===== src/rtl/apb_seq_pkg.sv =====
package apb_seq_pkg;

  typedef enum logic [1:0] {
    PH_IDLE   = 2'd0,
    PH_SETUP  = 2'd1,
    PH_ACCESS = 2'd2
  } phase_t;

  typedef struct packed {
    logic loadCmd;   // latch a new command, clear wait count
    logic waitTick;  // low ready sample in access
    logic complete;  // select & enable & ready edge
  } seqStrobe_t;

endpackage


===== src/rtl/apb_seq_ctrl.sv =====
module apb_seq_ctrl
  import apb_seq_pkg::*;
(
  input  logic       clk,
  input  logic       rstN,
  input  logic       reqStart,
  input  logic       pReady,
  output logic       pSel,
  output logic       pEnable,
  output logic       busy,
  output seqStrobe_t strobe
);

  phase_t phase, phaseNext;

  always_comb begin
    phaseNext = phase;
    strobe    = '0;
    unique case (phase)
      PH_IDLE: begin
        if (reqStart) begin
          strobe.loadCmd = 1'b1;
          phaseNext      = PH_SETUP;
        end
      end
      PH_SETUP: phaseNext = PH_ACCESS;
      PH_ACCESS: begin
        if (pReady) begin
          strobe.complete = 1'b1;
          if (reqStart) begin
            strobe.loadCmd = 1'b1;
            phaseNext      = PH_SETUP;
          end else begin
            phaseNext = PH_IDLE;
          end
        end else begin
          strobe.waitTick = 1'b1;
        end
      end
      default: phaseNext = PH_IDLE;
    endcase
  end

  always_ff @(posedge clk) begin
    if (!rstN) phase <= PH_IDLE;
    else       phase <= phaseNext;
  end

  assign pSel    = (phase == PH_SETUP) || (phase == PH_ACCESS);
  assign pEnable = (phase == PH_ACCESS);
  assign busy    = (phase != PH_IDLE);

endmodule


===== src/rtl/apb_seq_dpath.sv =====
module apb_seq_dpath
  import apb_seq_pkg::*;
#(
  parameter int ADDR_W = 8,
  parameter int DATA_W = 16,
  parameter int WCNT_W = 8
) (
  input  logic              clk,
  input  logic              rstN,
  input  seqStrobe_t        strobe,
  input  logic [ADDR_W-1:0] reqAddr,
  input  logic              reqWrite,
  input  logic [DATA_W-1:0] reqWdata,
  input  logic [DATA_W-1:0] pRdata,
  input  logic              pSlvErr,
  output logic [ADDR_W-1:0] pAddr,
  output logic              pWrite,
  output logic [DATA_W-1:0] pWdata,
  output logic [DATA_W-1:0] rspRdata,
  output logic              rspErr,
  output logic              rspDone,
  output logic [WCNT_W-1:0] rspWaits
);

  localparam logic [WCNT_W-1:0] WCNT_MAX = {WCNT_W{1'b1}};

  logic [WCNT_W-1:0] waitCnt;

  // Command hold registers: change only when a command is accepted.
  always_ff @(posedge clk) begin
    if (!rstN) begin
      pAddr  <= '0;
      pWrite <= 1'b0;
      pWdata <= '0;
    end else if (strobe.loadCmd) begin
      pAddr  <= reqAddr;
      pWrite <= reqWrite;
      pWdata <= reqWdata;
    end
  end

  // Wait-state counter, saturating.
  always_ff @(posedge clk) begin
    if (!rstN || strobe.loadCmd) waitCnt <= '0;
    else if (strobe.waitTick && waitCnt != WCNT_MAX) waitCnt <= waitCnt + 1'b1;
  end

  // Response capture, gated on the completion edge only.
  always_ff @(posedge clk) begin
    if (!rstN) begin
      rspRdata <= '0;
      rspErr   <= 1'b0;
      rspDone  <= 1'b0;
      rspWaits <= '0;
    end else begin
      rspDone <= strobe.complete;
      if (strobe.complete) begin
        rspErr   <= pSlvErr;
        rspWaits <= waitCnt;
        if (!pWrite) rspRdata <= pRdata;
      end
    end
  end

endmodule


===== src/rtl/apb_xfer_seq.sv =====
module apb_xfer_seq
  import apb_seq_pkg::*;
#(
  parameter int ADDR_W = 8,
  parameter int DATA_W = 16,
  parameter int WCNT_W = 8
) (
  input  logic              clk,
  input  logic              rstN,
  input  logic              reqStart,
  input  logic [ADDR_W-1:0] reqAddr,
  input  logic              reqWrite,
  input  logic [DATA_W-1:0] reqWdata,
  output logic              pSel,
  output logic              pEnable,
  output logic [ADDR_W-1:0] pAddr,
  output logic              pWrite,
  output logic [DATA_W-1:0] pWdata,
  input  logic              pReady,
  input  logic [DATA_W-1:0] pRdata,
  input  logic              pSlvErr,
  output logic [DATA_W-1:0] rspRdata,
  output logic              rspErr,
  output logic              rspDone,
  output logic [WCNT_W-1:0] rspWaits,
  output logic              busy
);

  seqStrobe_t strobe;

  apb_seq_ctrl ctrl_i (
    .clk     (clk),
    .rstN    (rstN),
    .reqStart(reqStart),
    .pReady  (pReady),
    .pSel    (pSel),
    .pEnable (pEnable),
    .busy    (busy),
    .strobe  (strobe)
  );

  apb_seq_dpath #(
    .ADDR_W(ADDR_W),
    .DATA_W(DATA_W),
    .WCNT_W(WCNT_W)
  ) dpath_i (
    .clk     (clk),
    .rstN    (rstN),
    .strobe  (strobe),
    .reqAddr (reqAddr),
    .reqWrite(reqWrite),
    .reqWdata(reqWdata),
    .pRdata  (pRdata),
    .pSlvErr (pSlvErr),
    .pAddr   (pAddr),
    .pWrite  (pWrite),
    .pWdata  (pWdata),
    .rspRdata(rspRdata),
    .rspErr  (rspErr),
    .rspDone (rspDone),
    .rspWaits(rspWaits)
  );

endmodule


===== config.mk =====
export PLATFORM = sky130hd
export DESIGN_NAME = apb_xfer_seq
export DESIGN_NICKNAME = d
export VERILOG_FILES = /design/src/rtl/apb_seq_pkg.sv /design/src/rtl/apb_seq_ctrl.sv /design/src/rtl/apb_seq_dpath.sv /design/src/rtl/apb_xfer_seq.sv
export SDC_FILE = /design/constraint.sdc
export NUM_CORES = 1
export LEC_CHECK = 0
export BUFFER_PORTS_ARGS = -buffer_cell sky130_fd_sc_hd__buf_2
export CORE_MARGIN = 2
export CORE_UTILIZATION = 40
export CTS_CLUSTER_SIZE = 28
export DETAILED_ROUTE_END_ITERATION = 8
export HOLD_SLACK_MARGIN = 0.05
export PLACE_DENSITY_LB_ADDON = 0.2
export SLEW_MARGIN = 20
export SYNTH_ARGS = -nofsm -noshare
export SYNTH_HDL_FRONTEND = slang
export SYNTH_SLANG_ARGS = --single-unit

===== constraint.sdc =====
create_clock -name clk -period 2.34 [get_ports clk]
set_clock_uncertainty 0.15 [all_clocks]
set_input_delay 0.117 -clock clk [delete_from_list [all_inputs] [get_ports clk]]
set_output_delay 0.117 -clock clk [all_outputs]
set_load 0.005 [all_outputs]

# Word level (Yosys, flattened, before mapping)
# Index checks and enable logic that the tools add are counted.
[totals] word_cells=34 inputBits=46 register_bits=61 out_inout_bits=54
[classes] reduce_logical=8 n_bitwise=1 n_eq_ne=5 add_sub_neg=1 n_mux=10
[op_table] op="adder 8 x 1 -> 8 bit (second input constant)" n=1
[op_table] op="!= test 8 bit (second input constant)" n=1
[op_table] op="2-to-1 mux 2 bit" n=3
[op_table] op="one-hot mux 2 bit (3 select lines)" n=1
[op_table] op="2-to-1 mux 1 bit" n=5
[op_table] op="AND reduction 2 bit" n=2
[op_table] op="equality test 2 x 1 -> 1 bit (second input constant)" n=1
[op_table] op="equality test 2 bit (second input constant)" n=1
[op_table] op="logical NOT 2 bit" n=1
[op_table] op="logical OR 1 bit" n=2
[op_table] op="!= test 2 x 1 -> 1 bit (second input constant)" n=1
[op_table] op="!= test 2 bit (second input constant)" n=1
[op_table] op="one-hot mux 1 bit (2 select lines)" n=1
[op_table] op="nonzero test 2 bit" n=1
[op_table] op="logical AND 1 bit" n=1
[op_table] op="logical NOT 1 bit" n=1
[op_table] op="inverter 1 bit" n=1

# Depth between registers and ports, before layout
# Gate-level depths: netlist of the first run.
[depth] depth_word=4 depth_mapped=8 mapped_depth_nobuf=5

# Modules after synthesis
# A second synthesis of the first run with hierarchy kept.
[unflattened] cells_unflattened=248 hier_area_um2=2502.4
[modules_own_cells] module="apb_seq_dpath" area_each_um2=2311.0 cells_each=227 instances=1 seq_area_each_um2=1181.1
[modules_own_cells] module="apb_seq_ctrl" area_each_um2=191.4 cells_each=21 instances=1 seq_area_each_um2=40.0

# Worst setup path after synthesis of the first run
# No wires, ideal clock.
[synth_path] path_kind="register to register" start="register ctrl_i.phase[0]" end="register ctrl_i.phase[0]" arrival_time_ps=1472 period_less_slack_ps=1693 required_time_ps=2120 slack_ps=647 path_stages_with_launch=6 n_path_buf=0 setup_time_ps=70 cell_sequence="dfxtp_1 > inv_1 > ha_1 > nor2b_4 > or4_1 > a21oi_1"
[synth_via] elab_chain_cells=3 elab_cells_between_ends=7 cone_classes="eq/ne (4); mux (1); reduce/logical (2)"
[synth_rtl] item="start: declaration" line="apb_seq_ctrl.sv:14" text="phase_t phase, phaseNext;"
[synth_rtl] item="start signal: assignment" line="apb_seq_ctrl.sv:46" text="else phase <= phaseNext;"
[synth_rtl] item="equality test 2 bit *"
[synth_rtl] item="via pEnable" line="apb_xfer_seq.sv:15" text="output logic pEnable,"
[synth_rtl] item="!= test 2 x 1 -> 1 bit (no source line)"
[synth_rtl] item="AND reduction 2 bit (no source line)"
# The timed path passes the listed nets; every way through them passes the cells marked *.
# A chain may end at the register's enable or synchronous reset.

# Worst setup path in the final report of the first run
[layout_path] start="register ctrl_i.phase[0]" end="register dpath_i.rspRdata[14]"
[layout_via] elab_chain_cells=3
[layout_rtl] item="equality test 2 bit" line="apb_seq_ctrl.sv:19" text="unique case (phase)"
[layout_rtl] item="2-to-1 mux 2 bit" line="apb_seq_ctrl.sv:19"
[layout_rtl] item="AND reduction 2 bit (no source line)"
[layout_rtl] item="end signal: assignment" line="apb_seq_dpath.sv:60" text="if (!pWrite) rspRdata <= pRdata;"
[layout_rtl] item="end: declaration" line="apb_seq_dpath.sv:19" text="output logic [DATA_W-1:0] rspRdata,"
# No other way between the ends.

==> results of run 1 <==
==> cells in the mapped netlist, drive strengths merged (3+ instances only) <==
cell,n
clkbuf,9
inv,5
a211oi,3
dfxtp,61
nand3,27
ha,7
a21oi,58
o211ai,3
nand2,52
o21ai,29
buf,17
==> worst paths after layout <==
path                                 from                                 to  depth (start not counted)  slack, ns
max          ctrl_i.phase[0]$_SDFFE_PN0P_  dpath_i.rspRdata[14]$_SDFFE_PN0P_                          5       0.44
min                              reqStart       ctrl_i.phase[0]$_SDFFE_PN0P_                          4       0.09
max reg2reg  ctrl_i.phase[0]$_SDFFE_PN0P_  dpath_i.rspRdata[14]$_SDFFE_PN0P_                          5       0.44
min reg2reg   dpath_i.rspErr$_SDFFE_PN0P_        dpath_i.rspErr$_SDFFE_PN0P_                          2       0.30
==> cells by family (layout without fill, tap and decap cells) <==
| logic type | after synthesis | count (layout) | share of synthesized area [%] |
|---|---|---|---|
| simple gates | 98 | 98 | 18.7 |
| buf+inv | 31 | 171 | 6.45 |
| flops | 61 | 61 | 48.0 |
| compound gates | 102 | 102 | 22.6 |
| fa+ha+maj | 7 | 7 | 3.44 |
| mux | 2 | 2 | 0.787 |
==> worst reg2reg max path: stages (launching register included) <==
cell                      delay, ns
sky130_fd_sc_hd__dfxtp_1       0.34
sky130_fd_sc_hd__inv_1         0.13
sky130_fd_sc_hd__ha_1          0.31
sky130_fd_sc_hd__and3b_1       0.61
sky130_fd_sc_hd__nand2_1       0.12
sky130_fd_sc_hd__a21oi_1       0.18
==> cell type report <==
class	instances	area (sq um)	area share, %
clock inverters	4	47.5	1.29
multi-input cells	209	1160	31.5
inverters	5	18.8	0.511
flip-flops and latches	61	1220	33.3
well taps	77	96.3	2.62
clock buffers	12	145	3.95
repair buffers	150	986	26.8
==> flip-flops by register name (all words and copies together) (netlist names) <==
name              flops
dpath_i.rspDone       1
dpath_i.rspErr        1
dpath_i.waitCnt       8
dpath_i.pWrite        1
dpath_i.pAddr         8
dpath_i.pWdata       16
ctrl_i.phase          2
dpath_i.rspWaits      8
dpath_i.rspRdata     16
==> stage by stage <==
step	cell area, sq um	power, mW
global placement	3050	1.78
detailed placement	3050	1.78
finish	3670	2.72
CTS	3670	2.76
floorplan	2540	1.58
global route	3670	2.88
==> timing repair <==
item / 4_1_cts / 5_1_grt
endpoints found under the hold margin: 50 / 0
hold buffers: 43 / 0
resized for setup: 0 / 0
==> power groups by stage <==
stage	registers (mW)	clock network (mW)	logic (mW)
5_1_grt	1.17	0.981	0.728
2_1_floorplan	1.19	0	0.385
3_3_place_gp	1.18	0	0.593
3_5_place_dp	1.19	0	0.597
6_report	1.16	0.913	0.647
4_1_cts	1.16	0.940	0.653
==> per-layer routing <==
metal / track usage, % / wire (um) / vias up
met3: 6.13 / 480 / 12
met5: 0 / 0 / -
met4: 10.4 / 110 / 0
li1: - / - / 1325
met1: 24.6 / 3130 / 1195
met2: 32.5 / 3230 / 98
==> impl_metrics.prom, run 1 <==
# TYPE chip_impl_metric gauge
chip_impl_info{name="status",value="completed"} 1
chip_impl_metric{name="filler_cell_count",unit=""} 582
chip_impl_metric{name="share_of_layout_cells_above_drive_strength_1",unit="%"} 29.3
chip_impl_metric{name="synth_edf_count",unit=""} 0
chip_impl_info{name="layout_common_cells",value="sky130_fd_sc_hd__buf_2, sky130_fd_sc_hd__dfxtp_1, sky130_fd_sc_hd__a21oi_1"} 1
chip_impl_metric{name="place_inst",unit=""} 459
chip_impl_metric{name="ant_nets",unit=""} 0
chip_impl_info{name="post-synth-top-area-cell",value="sky130_fd_sc_hd__dfxtp_1"} 1
chip_impl_metric{name="fp.dieArea",unit="sq um"} 7010
chip_impl_metric{name="core_region_area",unit="sq um"} 6240
chip_impl_metric{name="finalWorstSetupSlack",unit="ns"} 0.438
chip_impl_info{name="cp_slowest_cell",value="sky130_fd_sc_hd__and3b_1"} 1
chip_impl_metric{name="seq_power_share",unit="%"} 42.7
chip_impl_metric{name="nets",unit=""} 489
chip_impl_metric{name="worst-endpoint-required",unit="ns"} 2.44
chip_impl_metric{name="max-slew-margin-rel",unit="%"} 58.7
chip_impl_metric{name="netlist-cell-type-count",unit=""} 41
chip_impl_metric{name="fmax",unit="MHz"} 526
chip_impl_metric{name="synth_top_area_share",unit="%"} 48.0
chip_impl_info{name="cell_family_with_most_cp_delay",value="simple AND/OR/NAND/NOR gates"} 1
chip_impl_metric{name="htree_num_levels",unit=""} 3
chip_impl_metric{name="total_number_of_vias",unit=""} 2630
chip_impl_metric{name="cp_num_buf_inv",unit=""} 1
chip_impl_info{name="prevailing_post_synth_register_cell",value="sky130_fd_sc_hd__dfxtp_1"} 1
chip_impl_metric{name="max-clock-path-buffers",unit=""} 2
chip_impl_metric{name="timing.final.crit_share",unit="%"} 81.3
chip_impl_metric{name="power_leakage",unit="nW"} 1.58
chip_impl_metric{name="die_x",unit="um"} 83.7
chip_impl_metric{name="wl_per_cell",unit="um"} 13.4
chip_impl_info{name="startpoint_type",value="flop"} 1
chip_impl_metric{name="syn-cell-area",unit="sq um"} 2540
chip_impl_metric{name="ys_warn_count",unit=""} 0
chip_impl_info{name="post_synth_main_area_contributors",value="sky130_fd_sc_hd__dfxtp_1, sky130_fd_sc_hd__a21oi_1, sky130_fd_sc_hd__nand2_1"} 1
chip_impl_metric{name="clkPwrFrac",unit="%"} 33.5
chip_impl_info{name="criticalPathCategory",value="flop to flop"} 1
chip_impl_metric{name="syn_to_final_growth",unit="%"} 44.4
chip_impl_metric{name="critical_path.max_fanout",unit=""} 16
chip_impl_metric{name="period_minus_slack",unit="ns"} 1.90
chip_impl_metric{name="grt_antenna_before_repair",unit=""} 0
chip_impl_metric{name="max_stage_delay",unit="ns"} 0.60
chip_impl_metric{name="net_switching_power",unit="mW"} 0.806
chip_impl_metric{name="vias_in_the_first_global_route",unit=""} 2599
chip_impl_metric{name="netlist_instances",unit=""} 301
chip_impl_metric{name="setup_viol",unit=""} 0
chip_impl_metric{name="groute.usage.overall",unit="%"} 20.3
chip_impl_metric{name="gpl.final_weighted_congestion",unit=""} 0.763
chip_impl_metric{name="dieHeight",unit="um"} 83.7
chip_impl_info{name="layout_commonest_cell",value="sky130_fd_sc_hd__buf_2"} 1
chip_impl_metric{name="comb_power_share",unit="%"} 23.8
chip_impl_metric{name="timing.final.max_slew_violations",unit=""} 0
chip_impl_metric{name="layout.cells.non_filler",unit=""} 518
chip_impl_metric{name="internal-power",unit="mW"} 1.92
chip_impl_metric{name="grt_max_degree",unit=""} 26
chip_impl_metric{name="cts-buffers-inserted",unit=""} 9
chip_impl_metric{name="cts_clock_pin_slew_for_the_worst_setup_and_hold_paths",unit="ns"} 0.06
chip_impl_metric{name="top_ports",unit=""} 100
chip_impl_metric{name="final_count_of_hold_timing_violations",unit=""} 0
chip_impl_metric{name="post-cts-setup-buffer-count",unit=""} 0
chip_impl_metric{name="synth.net_count",unit=""} 354
chip_impl_metric{name="cellPowerDensity",unit="nW/um^2"} 742
chip_impl_metric{name="maxCapViolations",unit=""} 0
chip_impl_metric{name="ys_seq_elements",unit=""} 61
chip_impl_info{name="worstPathCellList",value="inv_1, ha_1, and3b_1, nand2_1, a21oi_1"} 1
chip_impl_info{name="cp-end-kind",value="flop"} 1
chip_impl_metric{name="detailedRoute.firstIterationViolations",unit=""} 121
chip_impl_metric{name="wl",unit="um"} 6950
chip_impl_metric{name="switching_portion_of_total_power",unit="%"} 29.6
chip_impl_metric{name="detailedPlace.worstSlack",unit="ns"} 0.477
chip_impl_metric{name="global_route_wire_length_before_repair",unit="um"} 11600
chip_impl_metric{name="worst_skew_pair.late_latency",unit="ns"} 0.33
chip_impl_metric{name="final_hold_slack",unit="ns"} 0.0927
chip_impl_metric{name="fin_util",unit="%"} 58.8
chip_impl_info{name="clock_tree_from_tritoncts",value="yes"} 1
chip_impl_metric{name="synth_area_per_cell",unit="sq um"} 8.45
chip_impl_metric{name="tightest_slew",unit="ns"} 0.619
chip_impl_metric{name="via_count_normalized_by_instance_count",unit=""} 5.08
chip_impl_metric{name="place.port_buffers",unit=""} 99
chip_impl_metric{name="ys_seq_area_share",unit="%"} 48.0
chip_impl_metric{name="worst_ep_arrival_time",unit="ns"} 2.00
chip_impl_metric{name="diodes",unit=""} 0
chip_impl_metric{name="irDropWorstVdd",unit="mV"} 0.524
chip_impl_metric{name="grt_overflow",unit=""} 0
chip_impl_info{name="ctsRootBufferMaster",value="sky130_fd_sc_hd__clkbuf_8"} 1
chip_impl_metric{name="drc",unit=""} 0
chip_impl_metric{name="initial_core_util",unit="%"} 40.7
chip_impl_metric{name="place.detailed.hpwl",unit="um"} 4460
chip_impl_info{name="hold_path_class",value="input port to flop"} 1
chip_impl_metric{name="async_flop_share",unit="%"} 0
chip_impl_metric{name="tritoncts_num_sinks",unit=""} 61
chip_impl_metric{name="fp-row-count",unit=""} 29
chip_impl_metric{name="dr.pass1.iters",unit=""} 7
chip_impl_info{name="rsz0062_at_grt",value="false"} 1
chip_impl_metric{name="final.setup.tns",unit="ns"} 0
No activity file was read; power rests on OpenSTA's default activity.
==> run 2, diff against run 1 <==
clock period = 1.9 ns   (was 2.34 ns; I/O delays follow)
==> run 2 against run 1 <==
Against the previous run: cell count increased by 0.77%; critical path depth unchanged; non-clock buffer count increased by 4; sequential share of layout area decreased by 0.62 points.
==> impl_metrics.prom, run 2 (synthesized netlist as in run 1, its figures left out) <==
# TYPE chip_impl_metric gauge
chip_impl_info{name="status",value="completed"} 1
chip_impl_info{name="rsz0062_at_grt",value="true"} 1
chip_impl_info{name="hold_path_class",value="input port to flop"} 1
chip_impl_metric{name="fp.dieArea",unit="sq um"} 7010
chip_impl_metric{name="power_leakage",unit="nW"} 1.61
chip_impl_metric{name="maxCapViolations",unit=""} 0
chip_impl_metric{name="global_route_wire_length_before_repair",unit="um"} 11600
chip_impl_metric{name="gpl.final_weighted_congestion",unit=""} 0.749
chip_impl_info{name="worstPathCellList",value="inv_1, ha_1, nor2b_4, or4_1, a21oi_1"} 1
chip_impl_metric{name="post-cts-setup-buffer-count",unit=""} 0
chip_impl_metric{name="die_x",unit="um"} 83.7
chip_impl_metric{name="clkPwrFrac",unit="%"} 34.5
chip_impl_info{name="criticalPathCategory",value="flop to flop"} 1
chip_impl_metric{name="detailedPlace.worstSlack",unit="ns"} 0.0154
chip_impl_info{name="ctsRootBufferMaster",value="sky130_fd_sc_hd__clkbuf_8"} 1
chip_impl_metric{name="irDropWorstVdd",unit="mV"} 0.629
chip_impl_metric{name="worst_ep_arrival_time",unit="ns"} 1.93
chip_impl_metric{name="final.setup.tns",unit="ns"} 0
chip_impl_metric{name="final_count_of_hold_timing_violations",unit=""} 0
chip_impl_metric{name="wl",unit="um"} 7220
chip_impl_metric{name="switching_portion_of_total_power",unit="%"} 29.5
chip_impl_metric{name="finalWorstSetupSlack",unit="ns"} 0.0801
chip_impl_metric{name="placedInstanceArea",unit="sq um"} 3090
chip_impl_metric{name="grt_max_degree",unit=""} 37
chip_impl_metric{name="cp_num_buf_inv",unit=""} 1
chip_impl_metric{name="dr.pass1.iters",unit=""} 5
chip_impl_metric{name="fin_area",unit="sq um"} 3740
chip_impl_metric{name="place.port_buffers",unit=""} 99
chip_impl_info{name="biggestRegsByFlops",value="dpath_i.pWdata x16, dpath_i.rspRdata x16"} 1
chip_impl_metric{name="fin_util",unit="%"} 60.0
chip_impl_metric{name="setup_viol",unit=""} 0
chip_impl_metric{name="dieHeight",unit="um"} 83.7
chip_impl_metric{name="grt_antenna_before_repair",unit=""} 0
chip_impl_metric{name="top_ports",unit=""} 100
chip_impl_metric{name="htree_num_levels",unit=""} 3
chip_impl_metric{name="via_count_normalized_by_instance_count",unit=""} 5.09
chip_impl_metric{name="groute.usage.overall",unit="%"} 20.3
chip_impl_metric{name="critical_path.max_fanout",unit=""} 7
chip_impl_metric{name="place.detailed.hpwl",unit="um"} 4520
chip_impl_metric{name="layout.cells.non_filler",unit=""} 522
chip_impl_metric{name="initial_core_util",unit="%"} 40.7
chip_impl_metric{name="ant_nets",unit=""} 0
chip_impl_info{name="startpoint_type",value="flop"} 1
chip_impl_info{name="clock_tree_from_tritoncts",value="yes"} 1
chip_impl_metric{name="power",unit="mW"} 3.50
chip_impl_metric{name="wl_per_cell",unit="um"} 13.8
chip_impl_metric{name="grt_overflow",unit=""} 0
chip_impl_metric{name="area_occupied_by_multi_input_gates",unit="sq um"} 1160
chip_impl_metric{name="comb_power_share",unit="%"} 24.3
chip_impl_metric{name="fp-row-count",unit=""} 29
chip_impl_metric{name="detailedRoute.firstIterationViolations",unit=""} 137
chip_impl_metric{name="max-clock-path-buffers",unit=""} 2
chip_impl_metric{name="max_stage_delay",unit="ns"} 0.50
chip_impl_metric{name="filler_cell_count",unit=""} 581
chip_impl_metric{name="net_switching_power",unit="mW"} 1.03
chip_impl_metric{name="nets",unit=""} 493
chip_impl_metric{name="diodes",unit=""} 0
chip_impl_metric{name="worst_skew_pair.late_latency",unit="ns"} 0.33
chip_impl_metric{name="worst-endpoint-required",unit="ns"} 2.01
chip_impl_metric{name="cts_clock_pin_slew_for_the_worst_setup_and_hold_paths",unit="ns"} 0.06
chip_impl_metric{name="total_number_of_vias",unit=""} 2656
chip_impl_metric{name="share_of_layout_cells_above_drive_strength_1",unit="%"} 30.3
chip_impl_metric{name="cts-buffers-inserted",unit=""} 9
chip_impl_metric{name="seq_power_share",unit="%"} 41.2
chip_impl_info{name="cp-end-kind",value="flop"} 1
chip_impl_metric{name="vias_in_the_first_global_route",unit=""} 2530
chip_impl_info{name="cell_family_with_most_cp_delay",value="simple AND/OR/NAND/NOR gates"} 1
chip_impl_metric{name="final_hold_slack",unit="ns"} 0.0628
chip_impl_metric{name="fmax",unit="MHz"} 549
chip_impl_metric{name="final-seq-area",unit="sq um"} 1220
chip_impl_metric{name="syn_to_final_growth",unit="%"} 47.2
chip_impl_metric{name="period_minus_slack",unit="ns"} 1.82
chip_impl_metric{name="tritoncts_num_sinks",unit=""} 61
chip_impl_metric{name="tightest_slew",unit="ns"} 0.379
chip_impl_info{name="layout_common_cells",value="sky130_fd_sc_hd__buf_2, sky130_fd_sc_hd__dfxtp_1, sky130_fd_sc_hd__a21oi_1"} 1
chip_impl_metric{name="timing.final.crit_share",unit="%"} 95.8
chip_impl_metric{name="place_inst",unit=""} 463
chip_impl_metric{name="max-slew-margin-rel",unit="%"} 74.7
chip_impl_metric{name="drc",unit=""} 0
chip_impl_info{name="cp_slowest_cell",value="sky130_fd_sc_hd__or4_1"} 1
chip_impl_metric{name="timing.final.max_slew_violations",unit=""} 0
chip_impl_metric{name="core_region_area",unit="sq um"} 6240
chip_impl_metric{name="cellPowerDensity",unit="nW/um^2"} 934
chip_impl_metric{name="internal-power",unit="mW"} 2.47
chip_impl_info{name="layout_commonest_cell",value="sky130_fd_sc_hd__buf_2"} 1
==> run 2: power by group through the flow <==
stage	sequential [mW]	combinational, mW	clock (mW)
6_report	1.44	0.850	1.21
3_5_place_dp	1.46	0.763	0
4_1_cts	1.44	0.833	1.22
2_1_floorplan	1.47	0.474	0
3_3_place_gp	1.46	0.753	0
5_1_grt	1.45	0.941	1.29
==> run 2: area by class of cell <==
type	instances	area share, %
Sequential cell	61	32.6
Multi-Input combinational cell	209	31.0
Timing Repair Buffer	154	27.7
Clock buffer	13	4.51
Tap cell	77	2.57
Clock inverter	3	1.14
Inverter	5	0.502
==> run 2: worst paths after layout <==
kind	cells after the start	slack, ns	endpoint	startpoint
max	5	0.08	ctrl_i.phase[0]$_SDFFE_PN0P_	ctrl_i.phase[0]$_SDFFE_PN0P_
min	4	0.06	ctrl_i.phase[0]$_SDFFE_PN0P_	reqStart
max reg2reg	5	0.08	ctrl_i.phase[0]$_SDFFE_PN0P_	ctrl_i.phase[0]$_SDFFE_PN0P_
min reg2reg	2	0.30	dpath_i.rspWaits[7]$_SDFFE_PN0P_	dpath_i.rspWaits[7]$_SDFFE_PN0P_
==> run 2: layer usage <==
metal,track usage (%),vias up,wire [um]
met5,0,-,0
met4,6.01,0,114
met3,7.22,13,561
met2,32.9,102,3280
met1,25.3,1215,3270
li1,-,1326,-
==> run 2: what timing repair did <==
action / in CTS / in global routing
hold endpoints to repair: 50 / 0
hold buffers: 43 / 0
setup endpoints to repair: 0 / 32
gates resized for setup: 0 / 3
==> run 2: worst min-delay path, cell delays in order <==
cell	delay [ns]
sky130_fd_sc_hd__buf_2	0.12
sky130_fd_sc_hd__nor2b_1	0.07
sky130_fd_sc_hd__o21ai_0	0.14
sky130_fd_sc_hd__a21oi_1	0.06
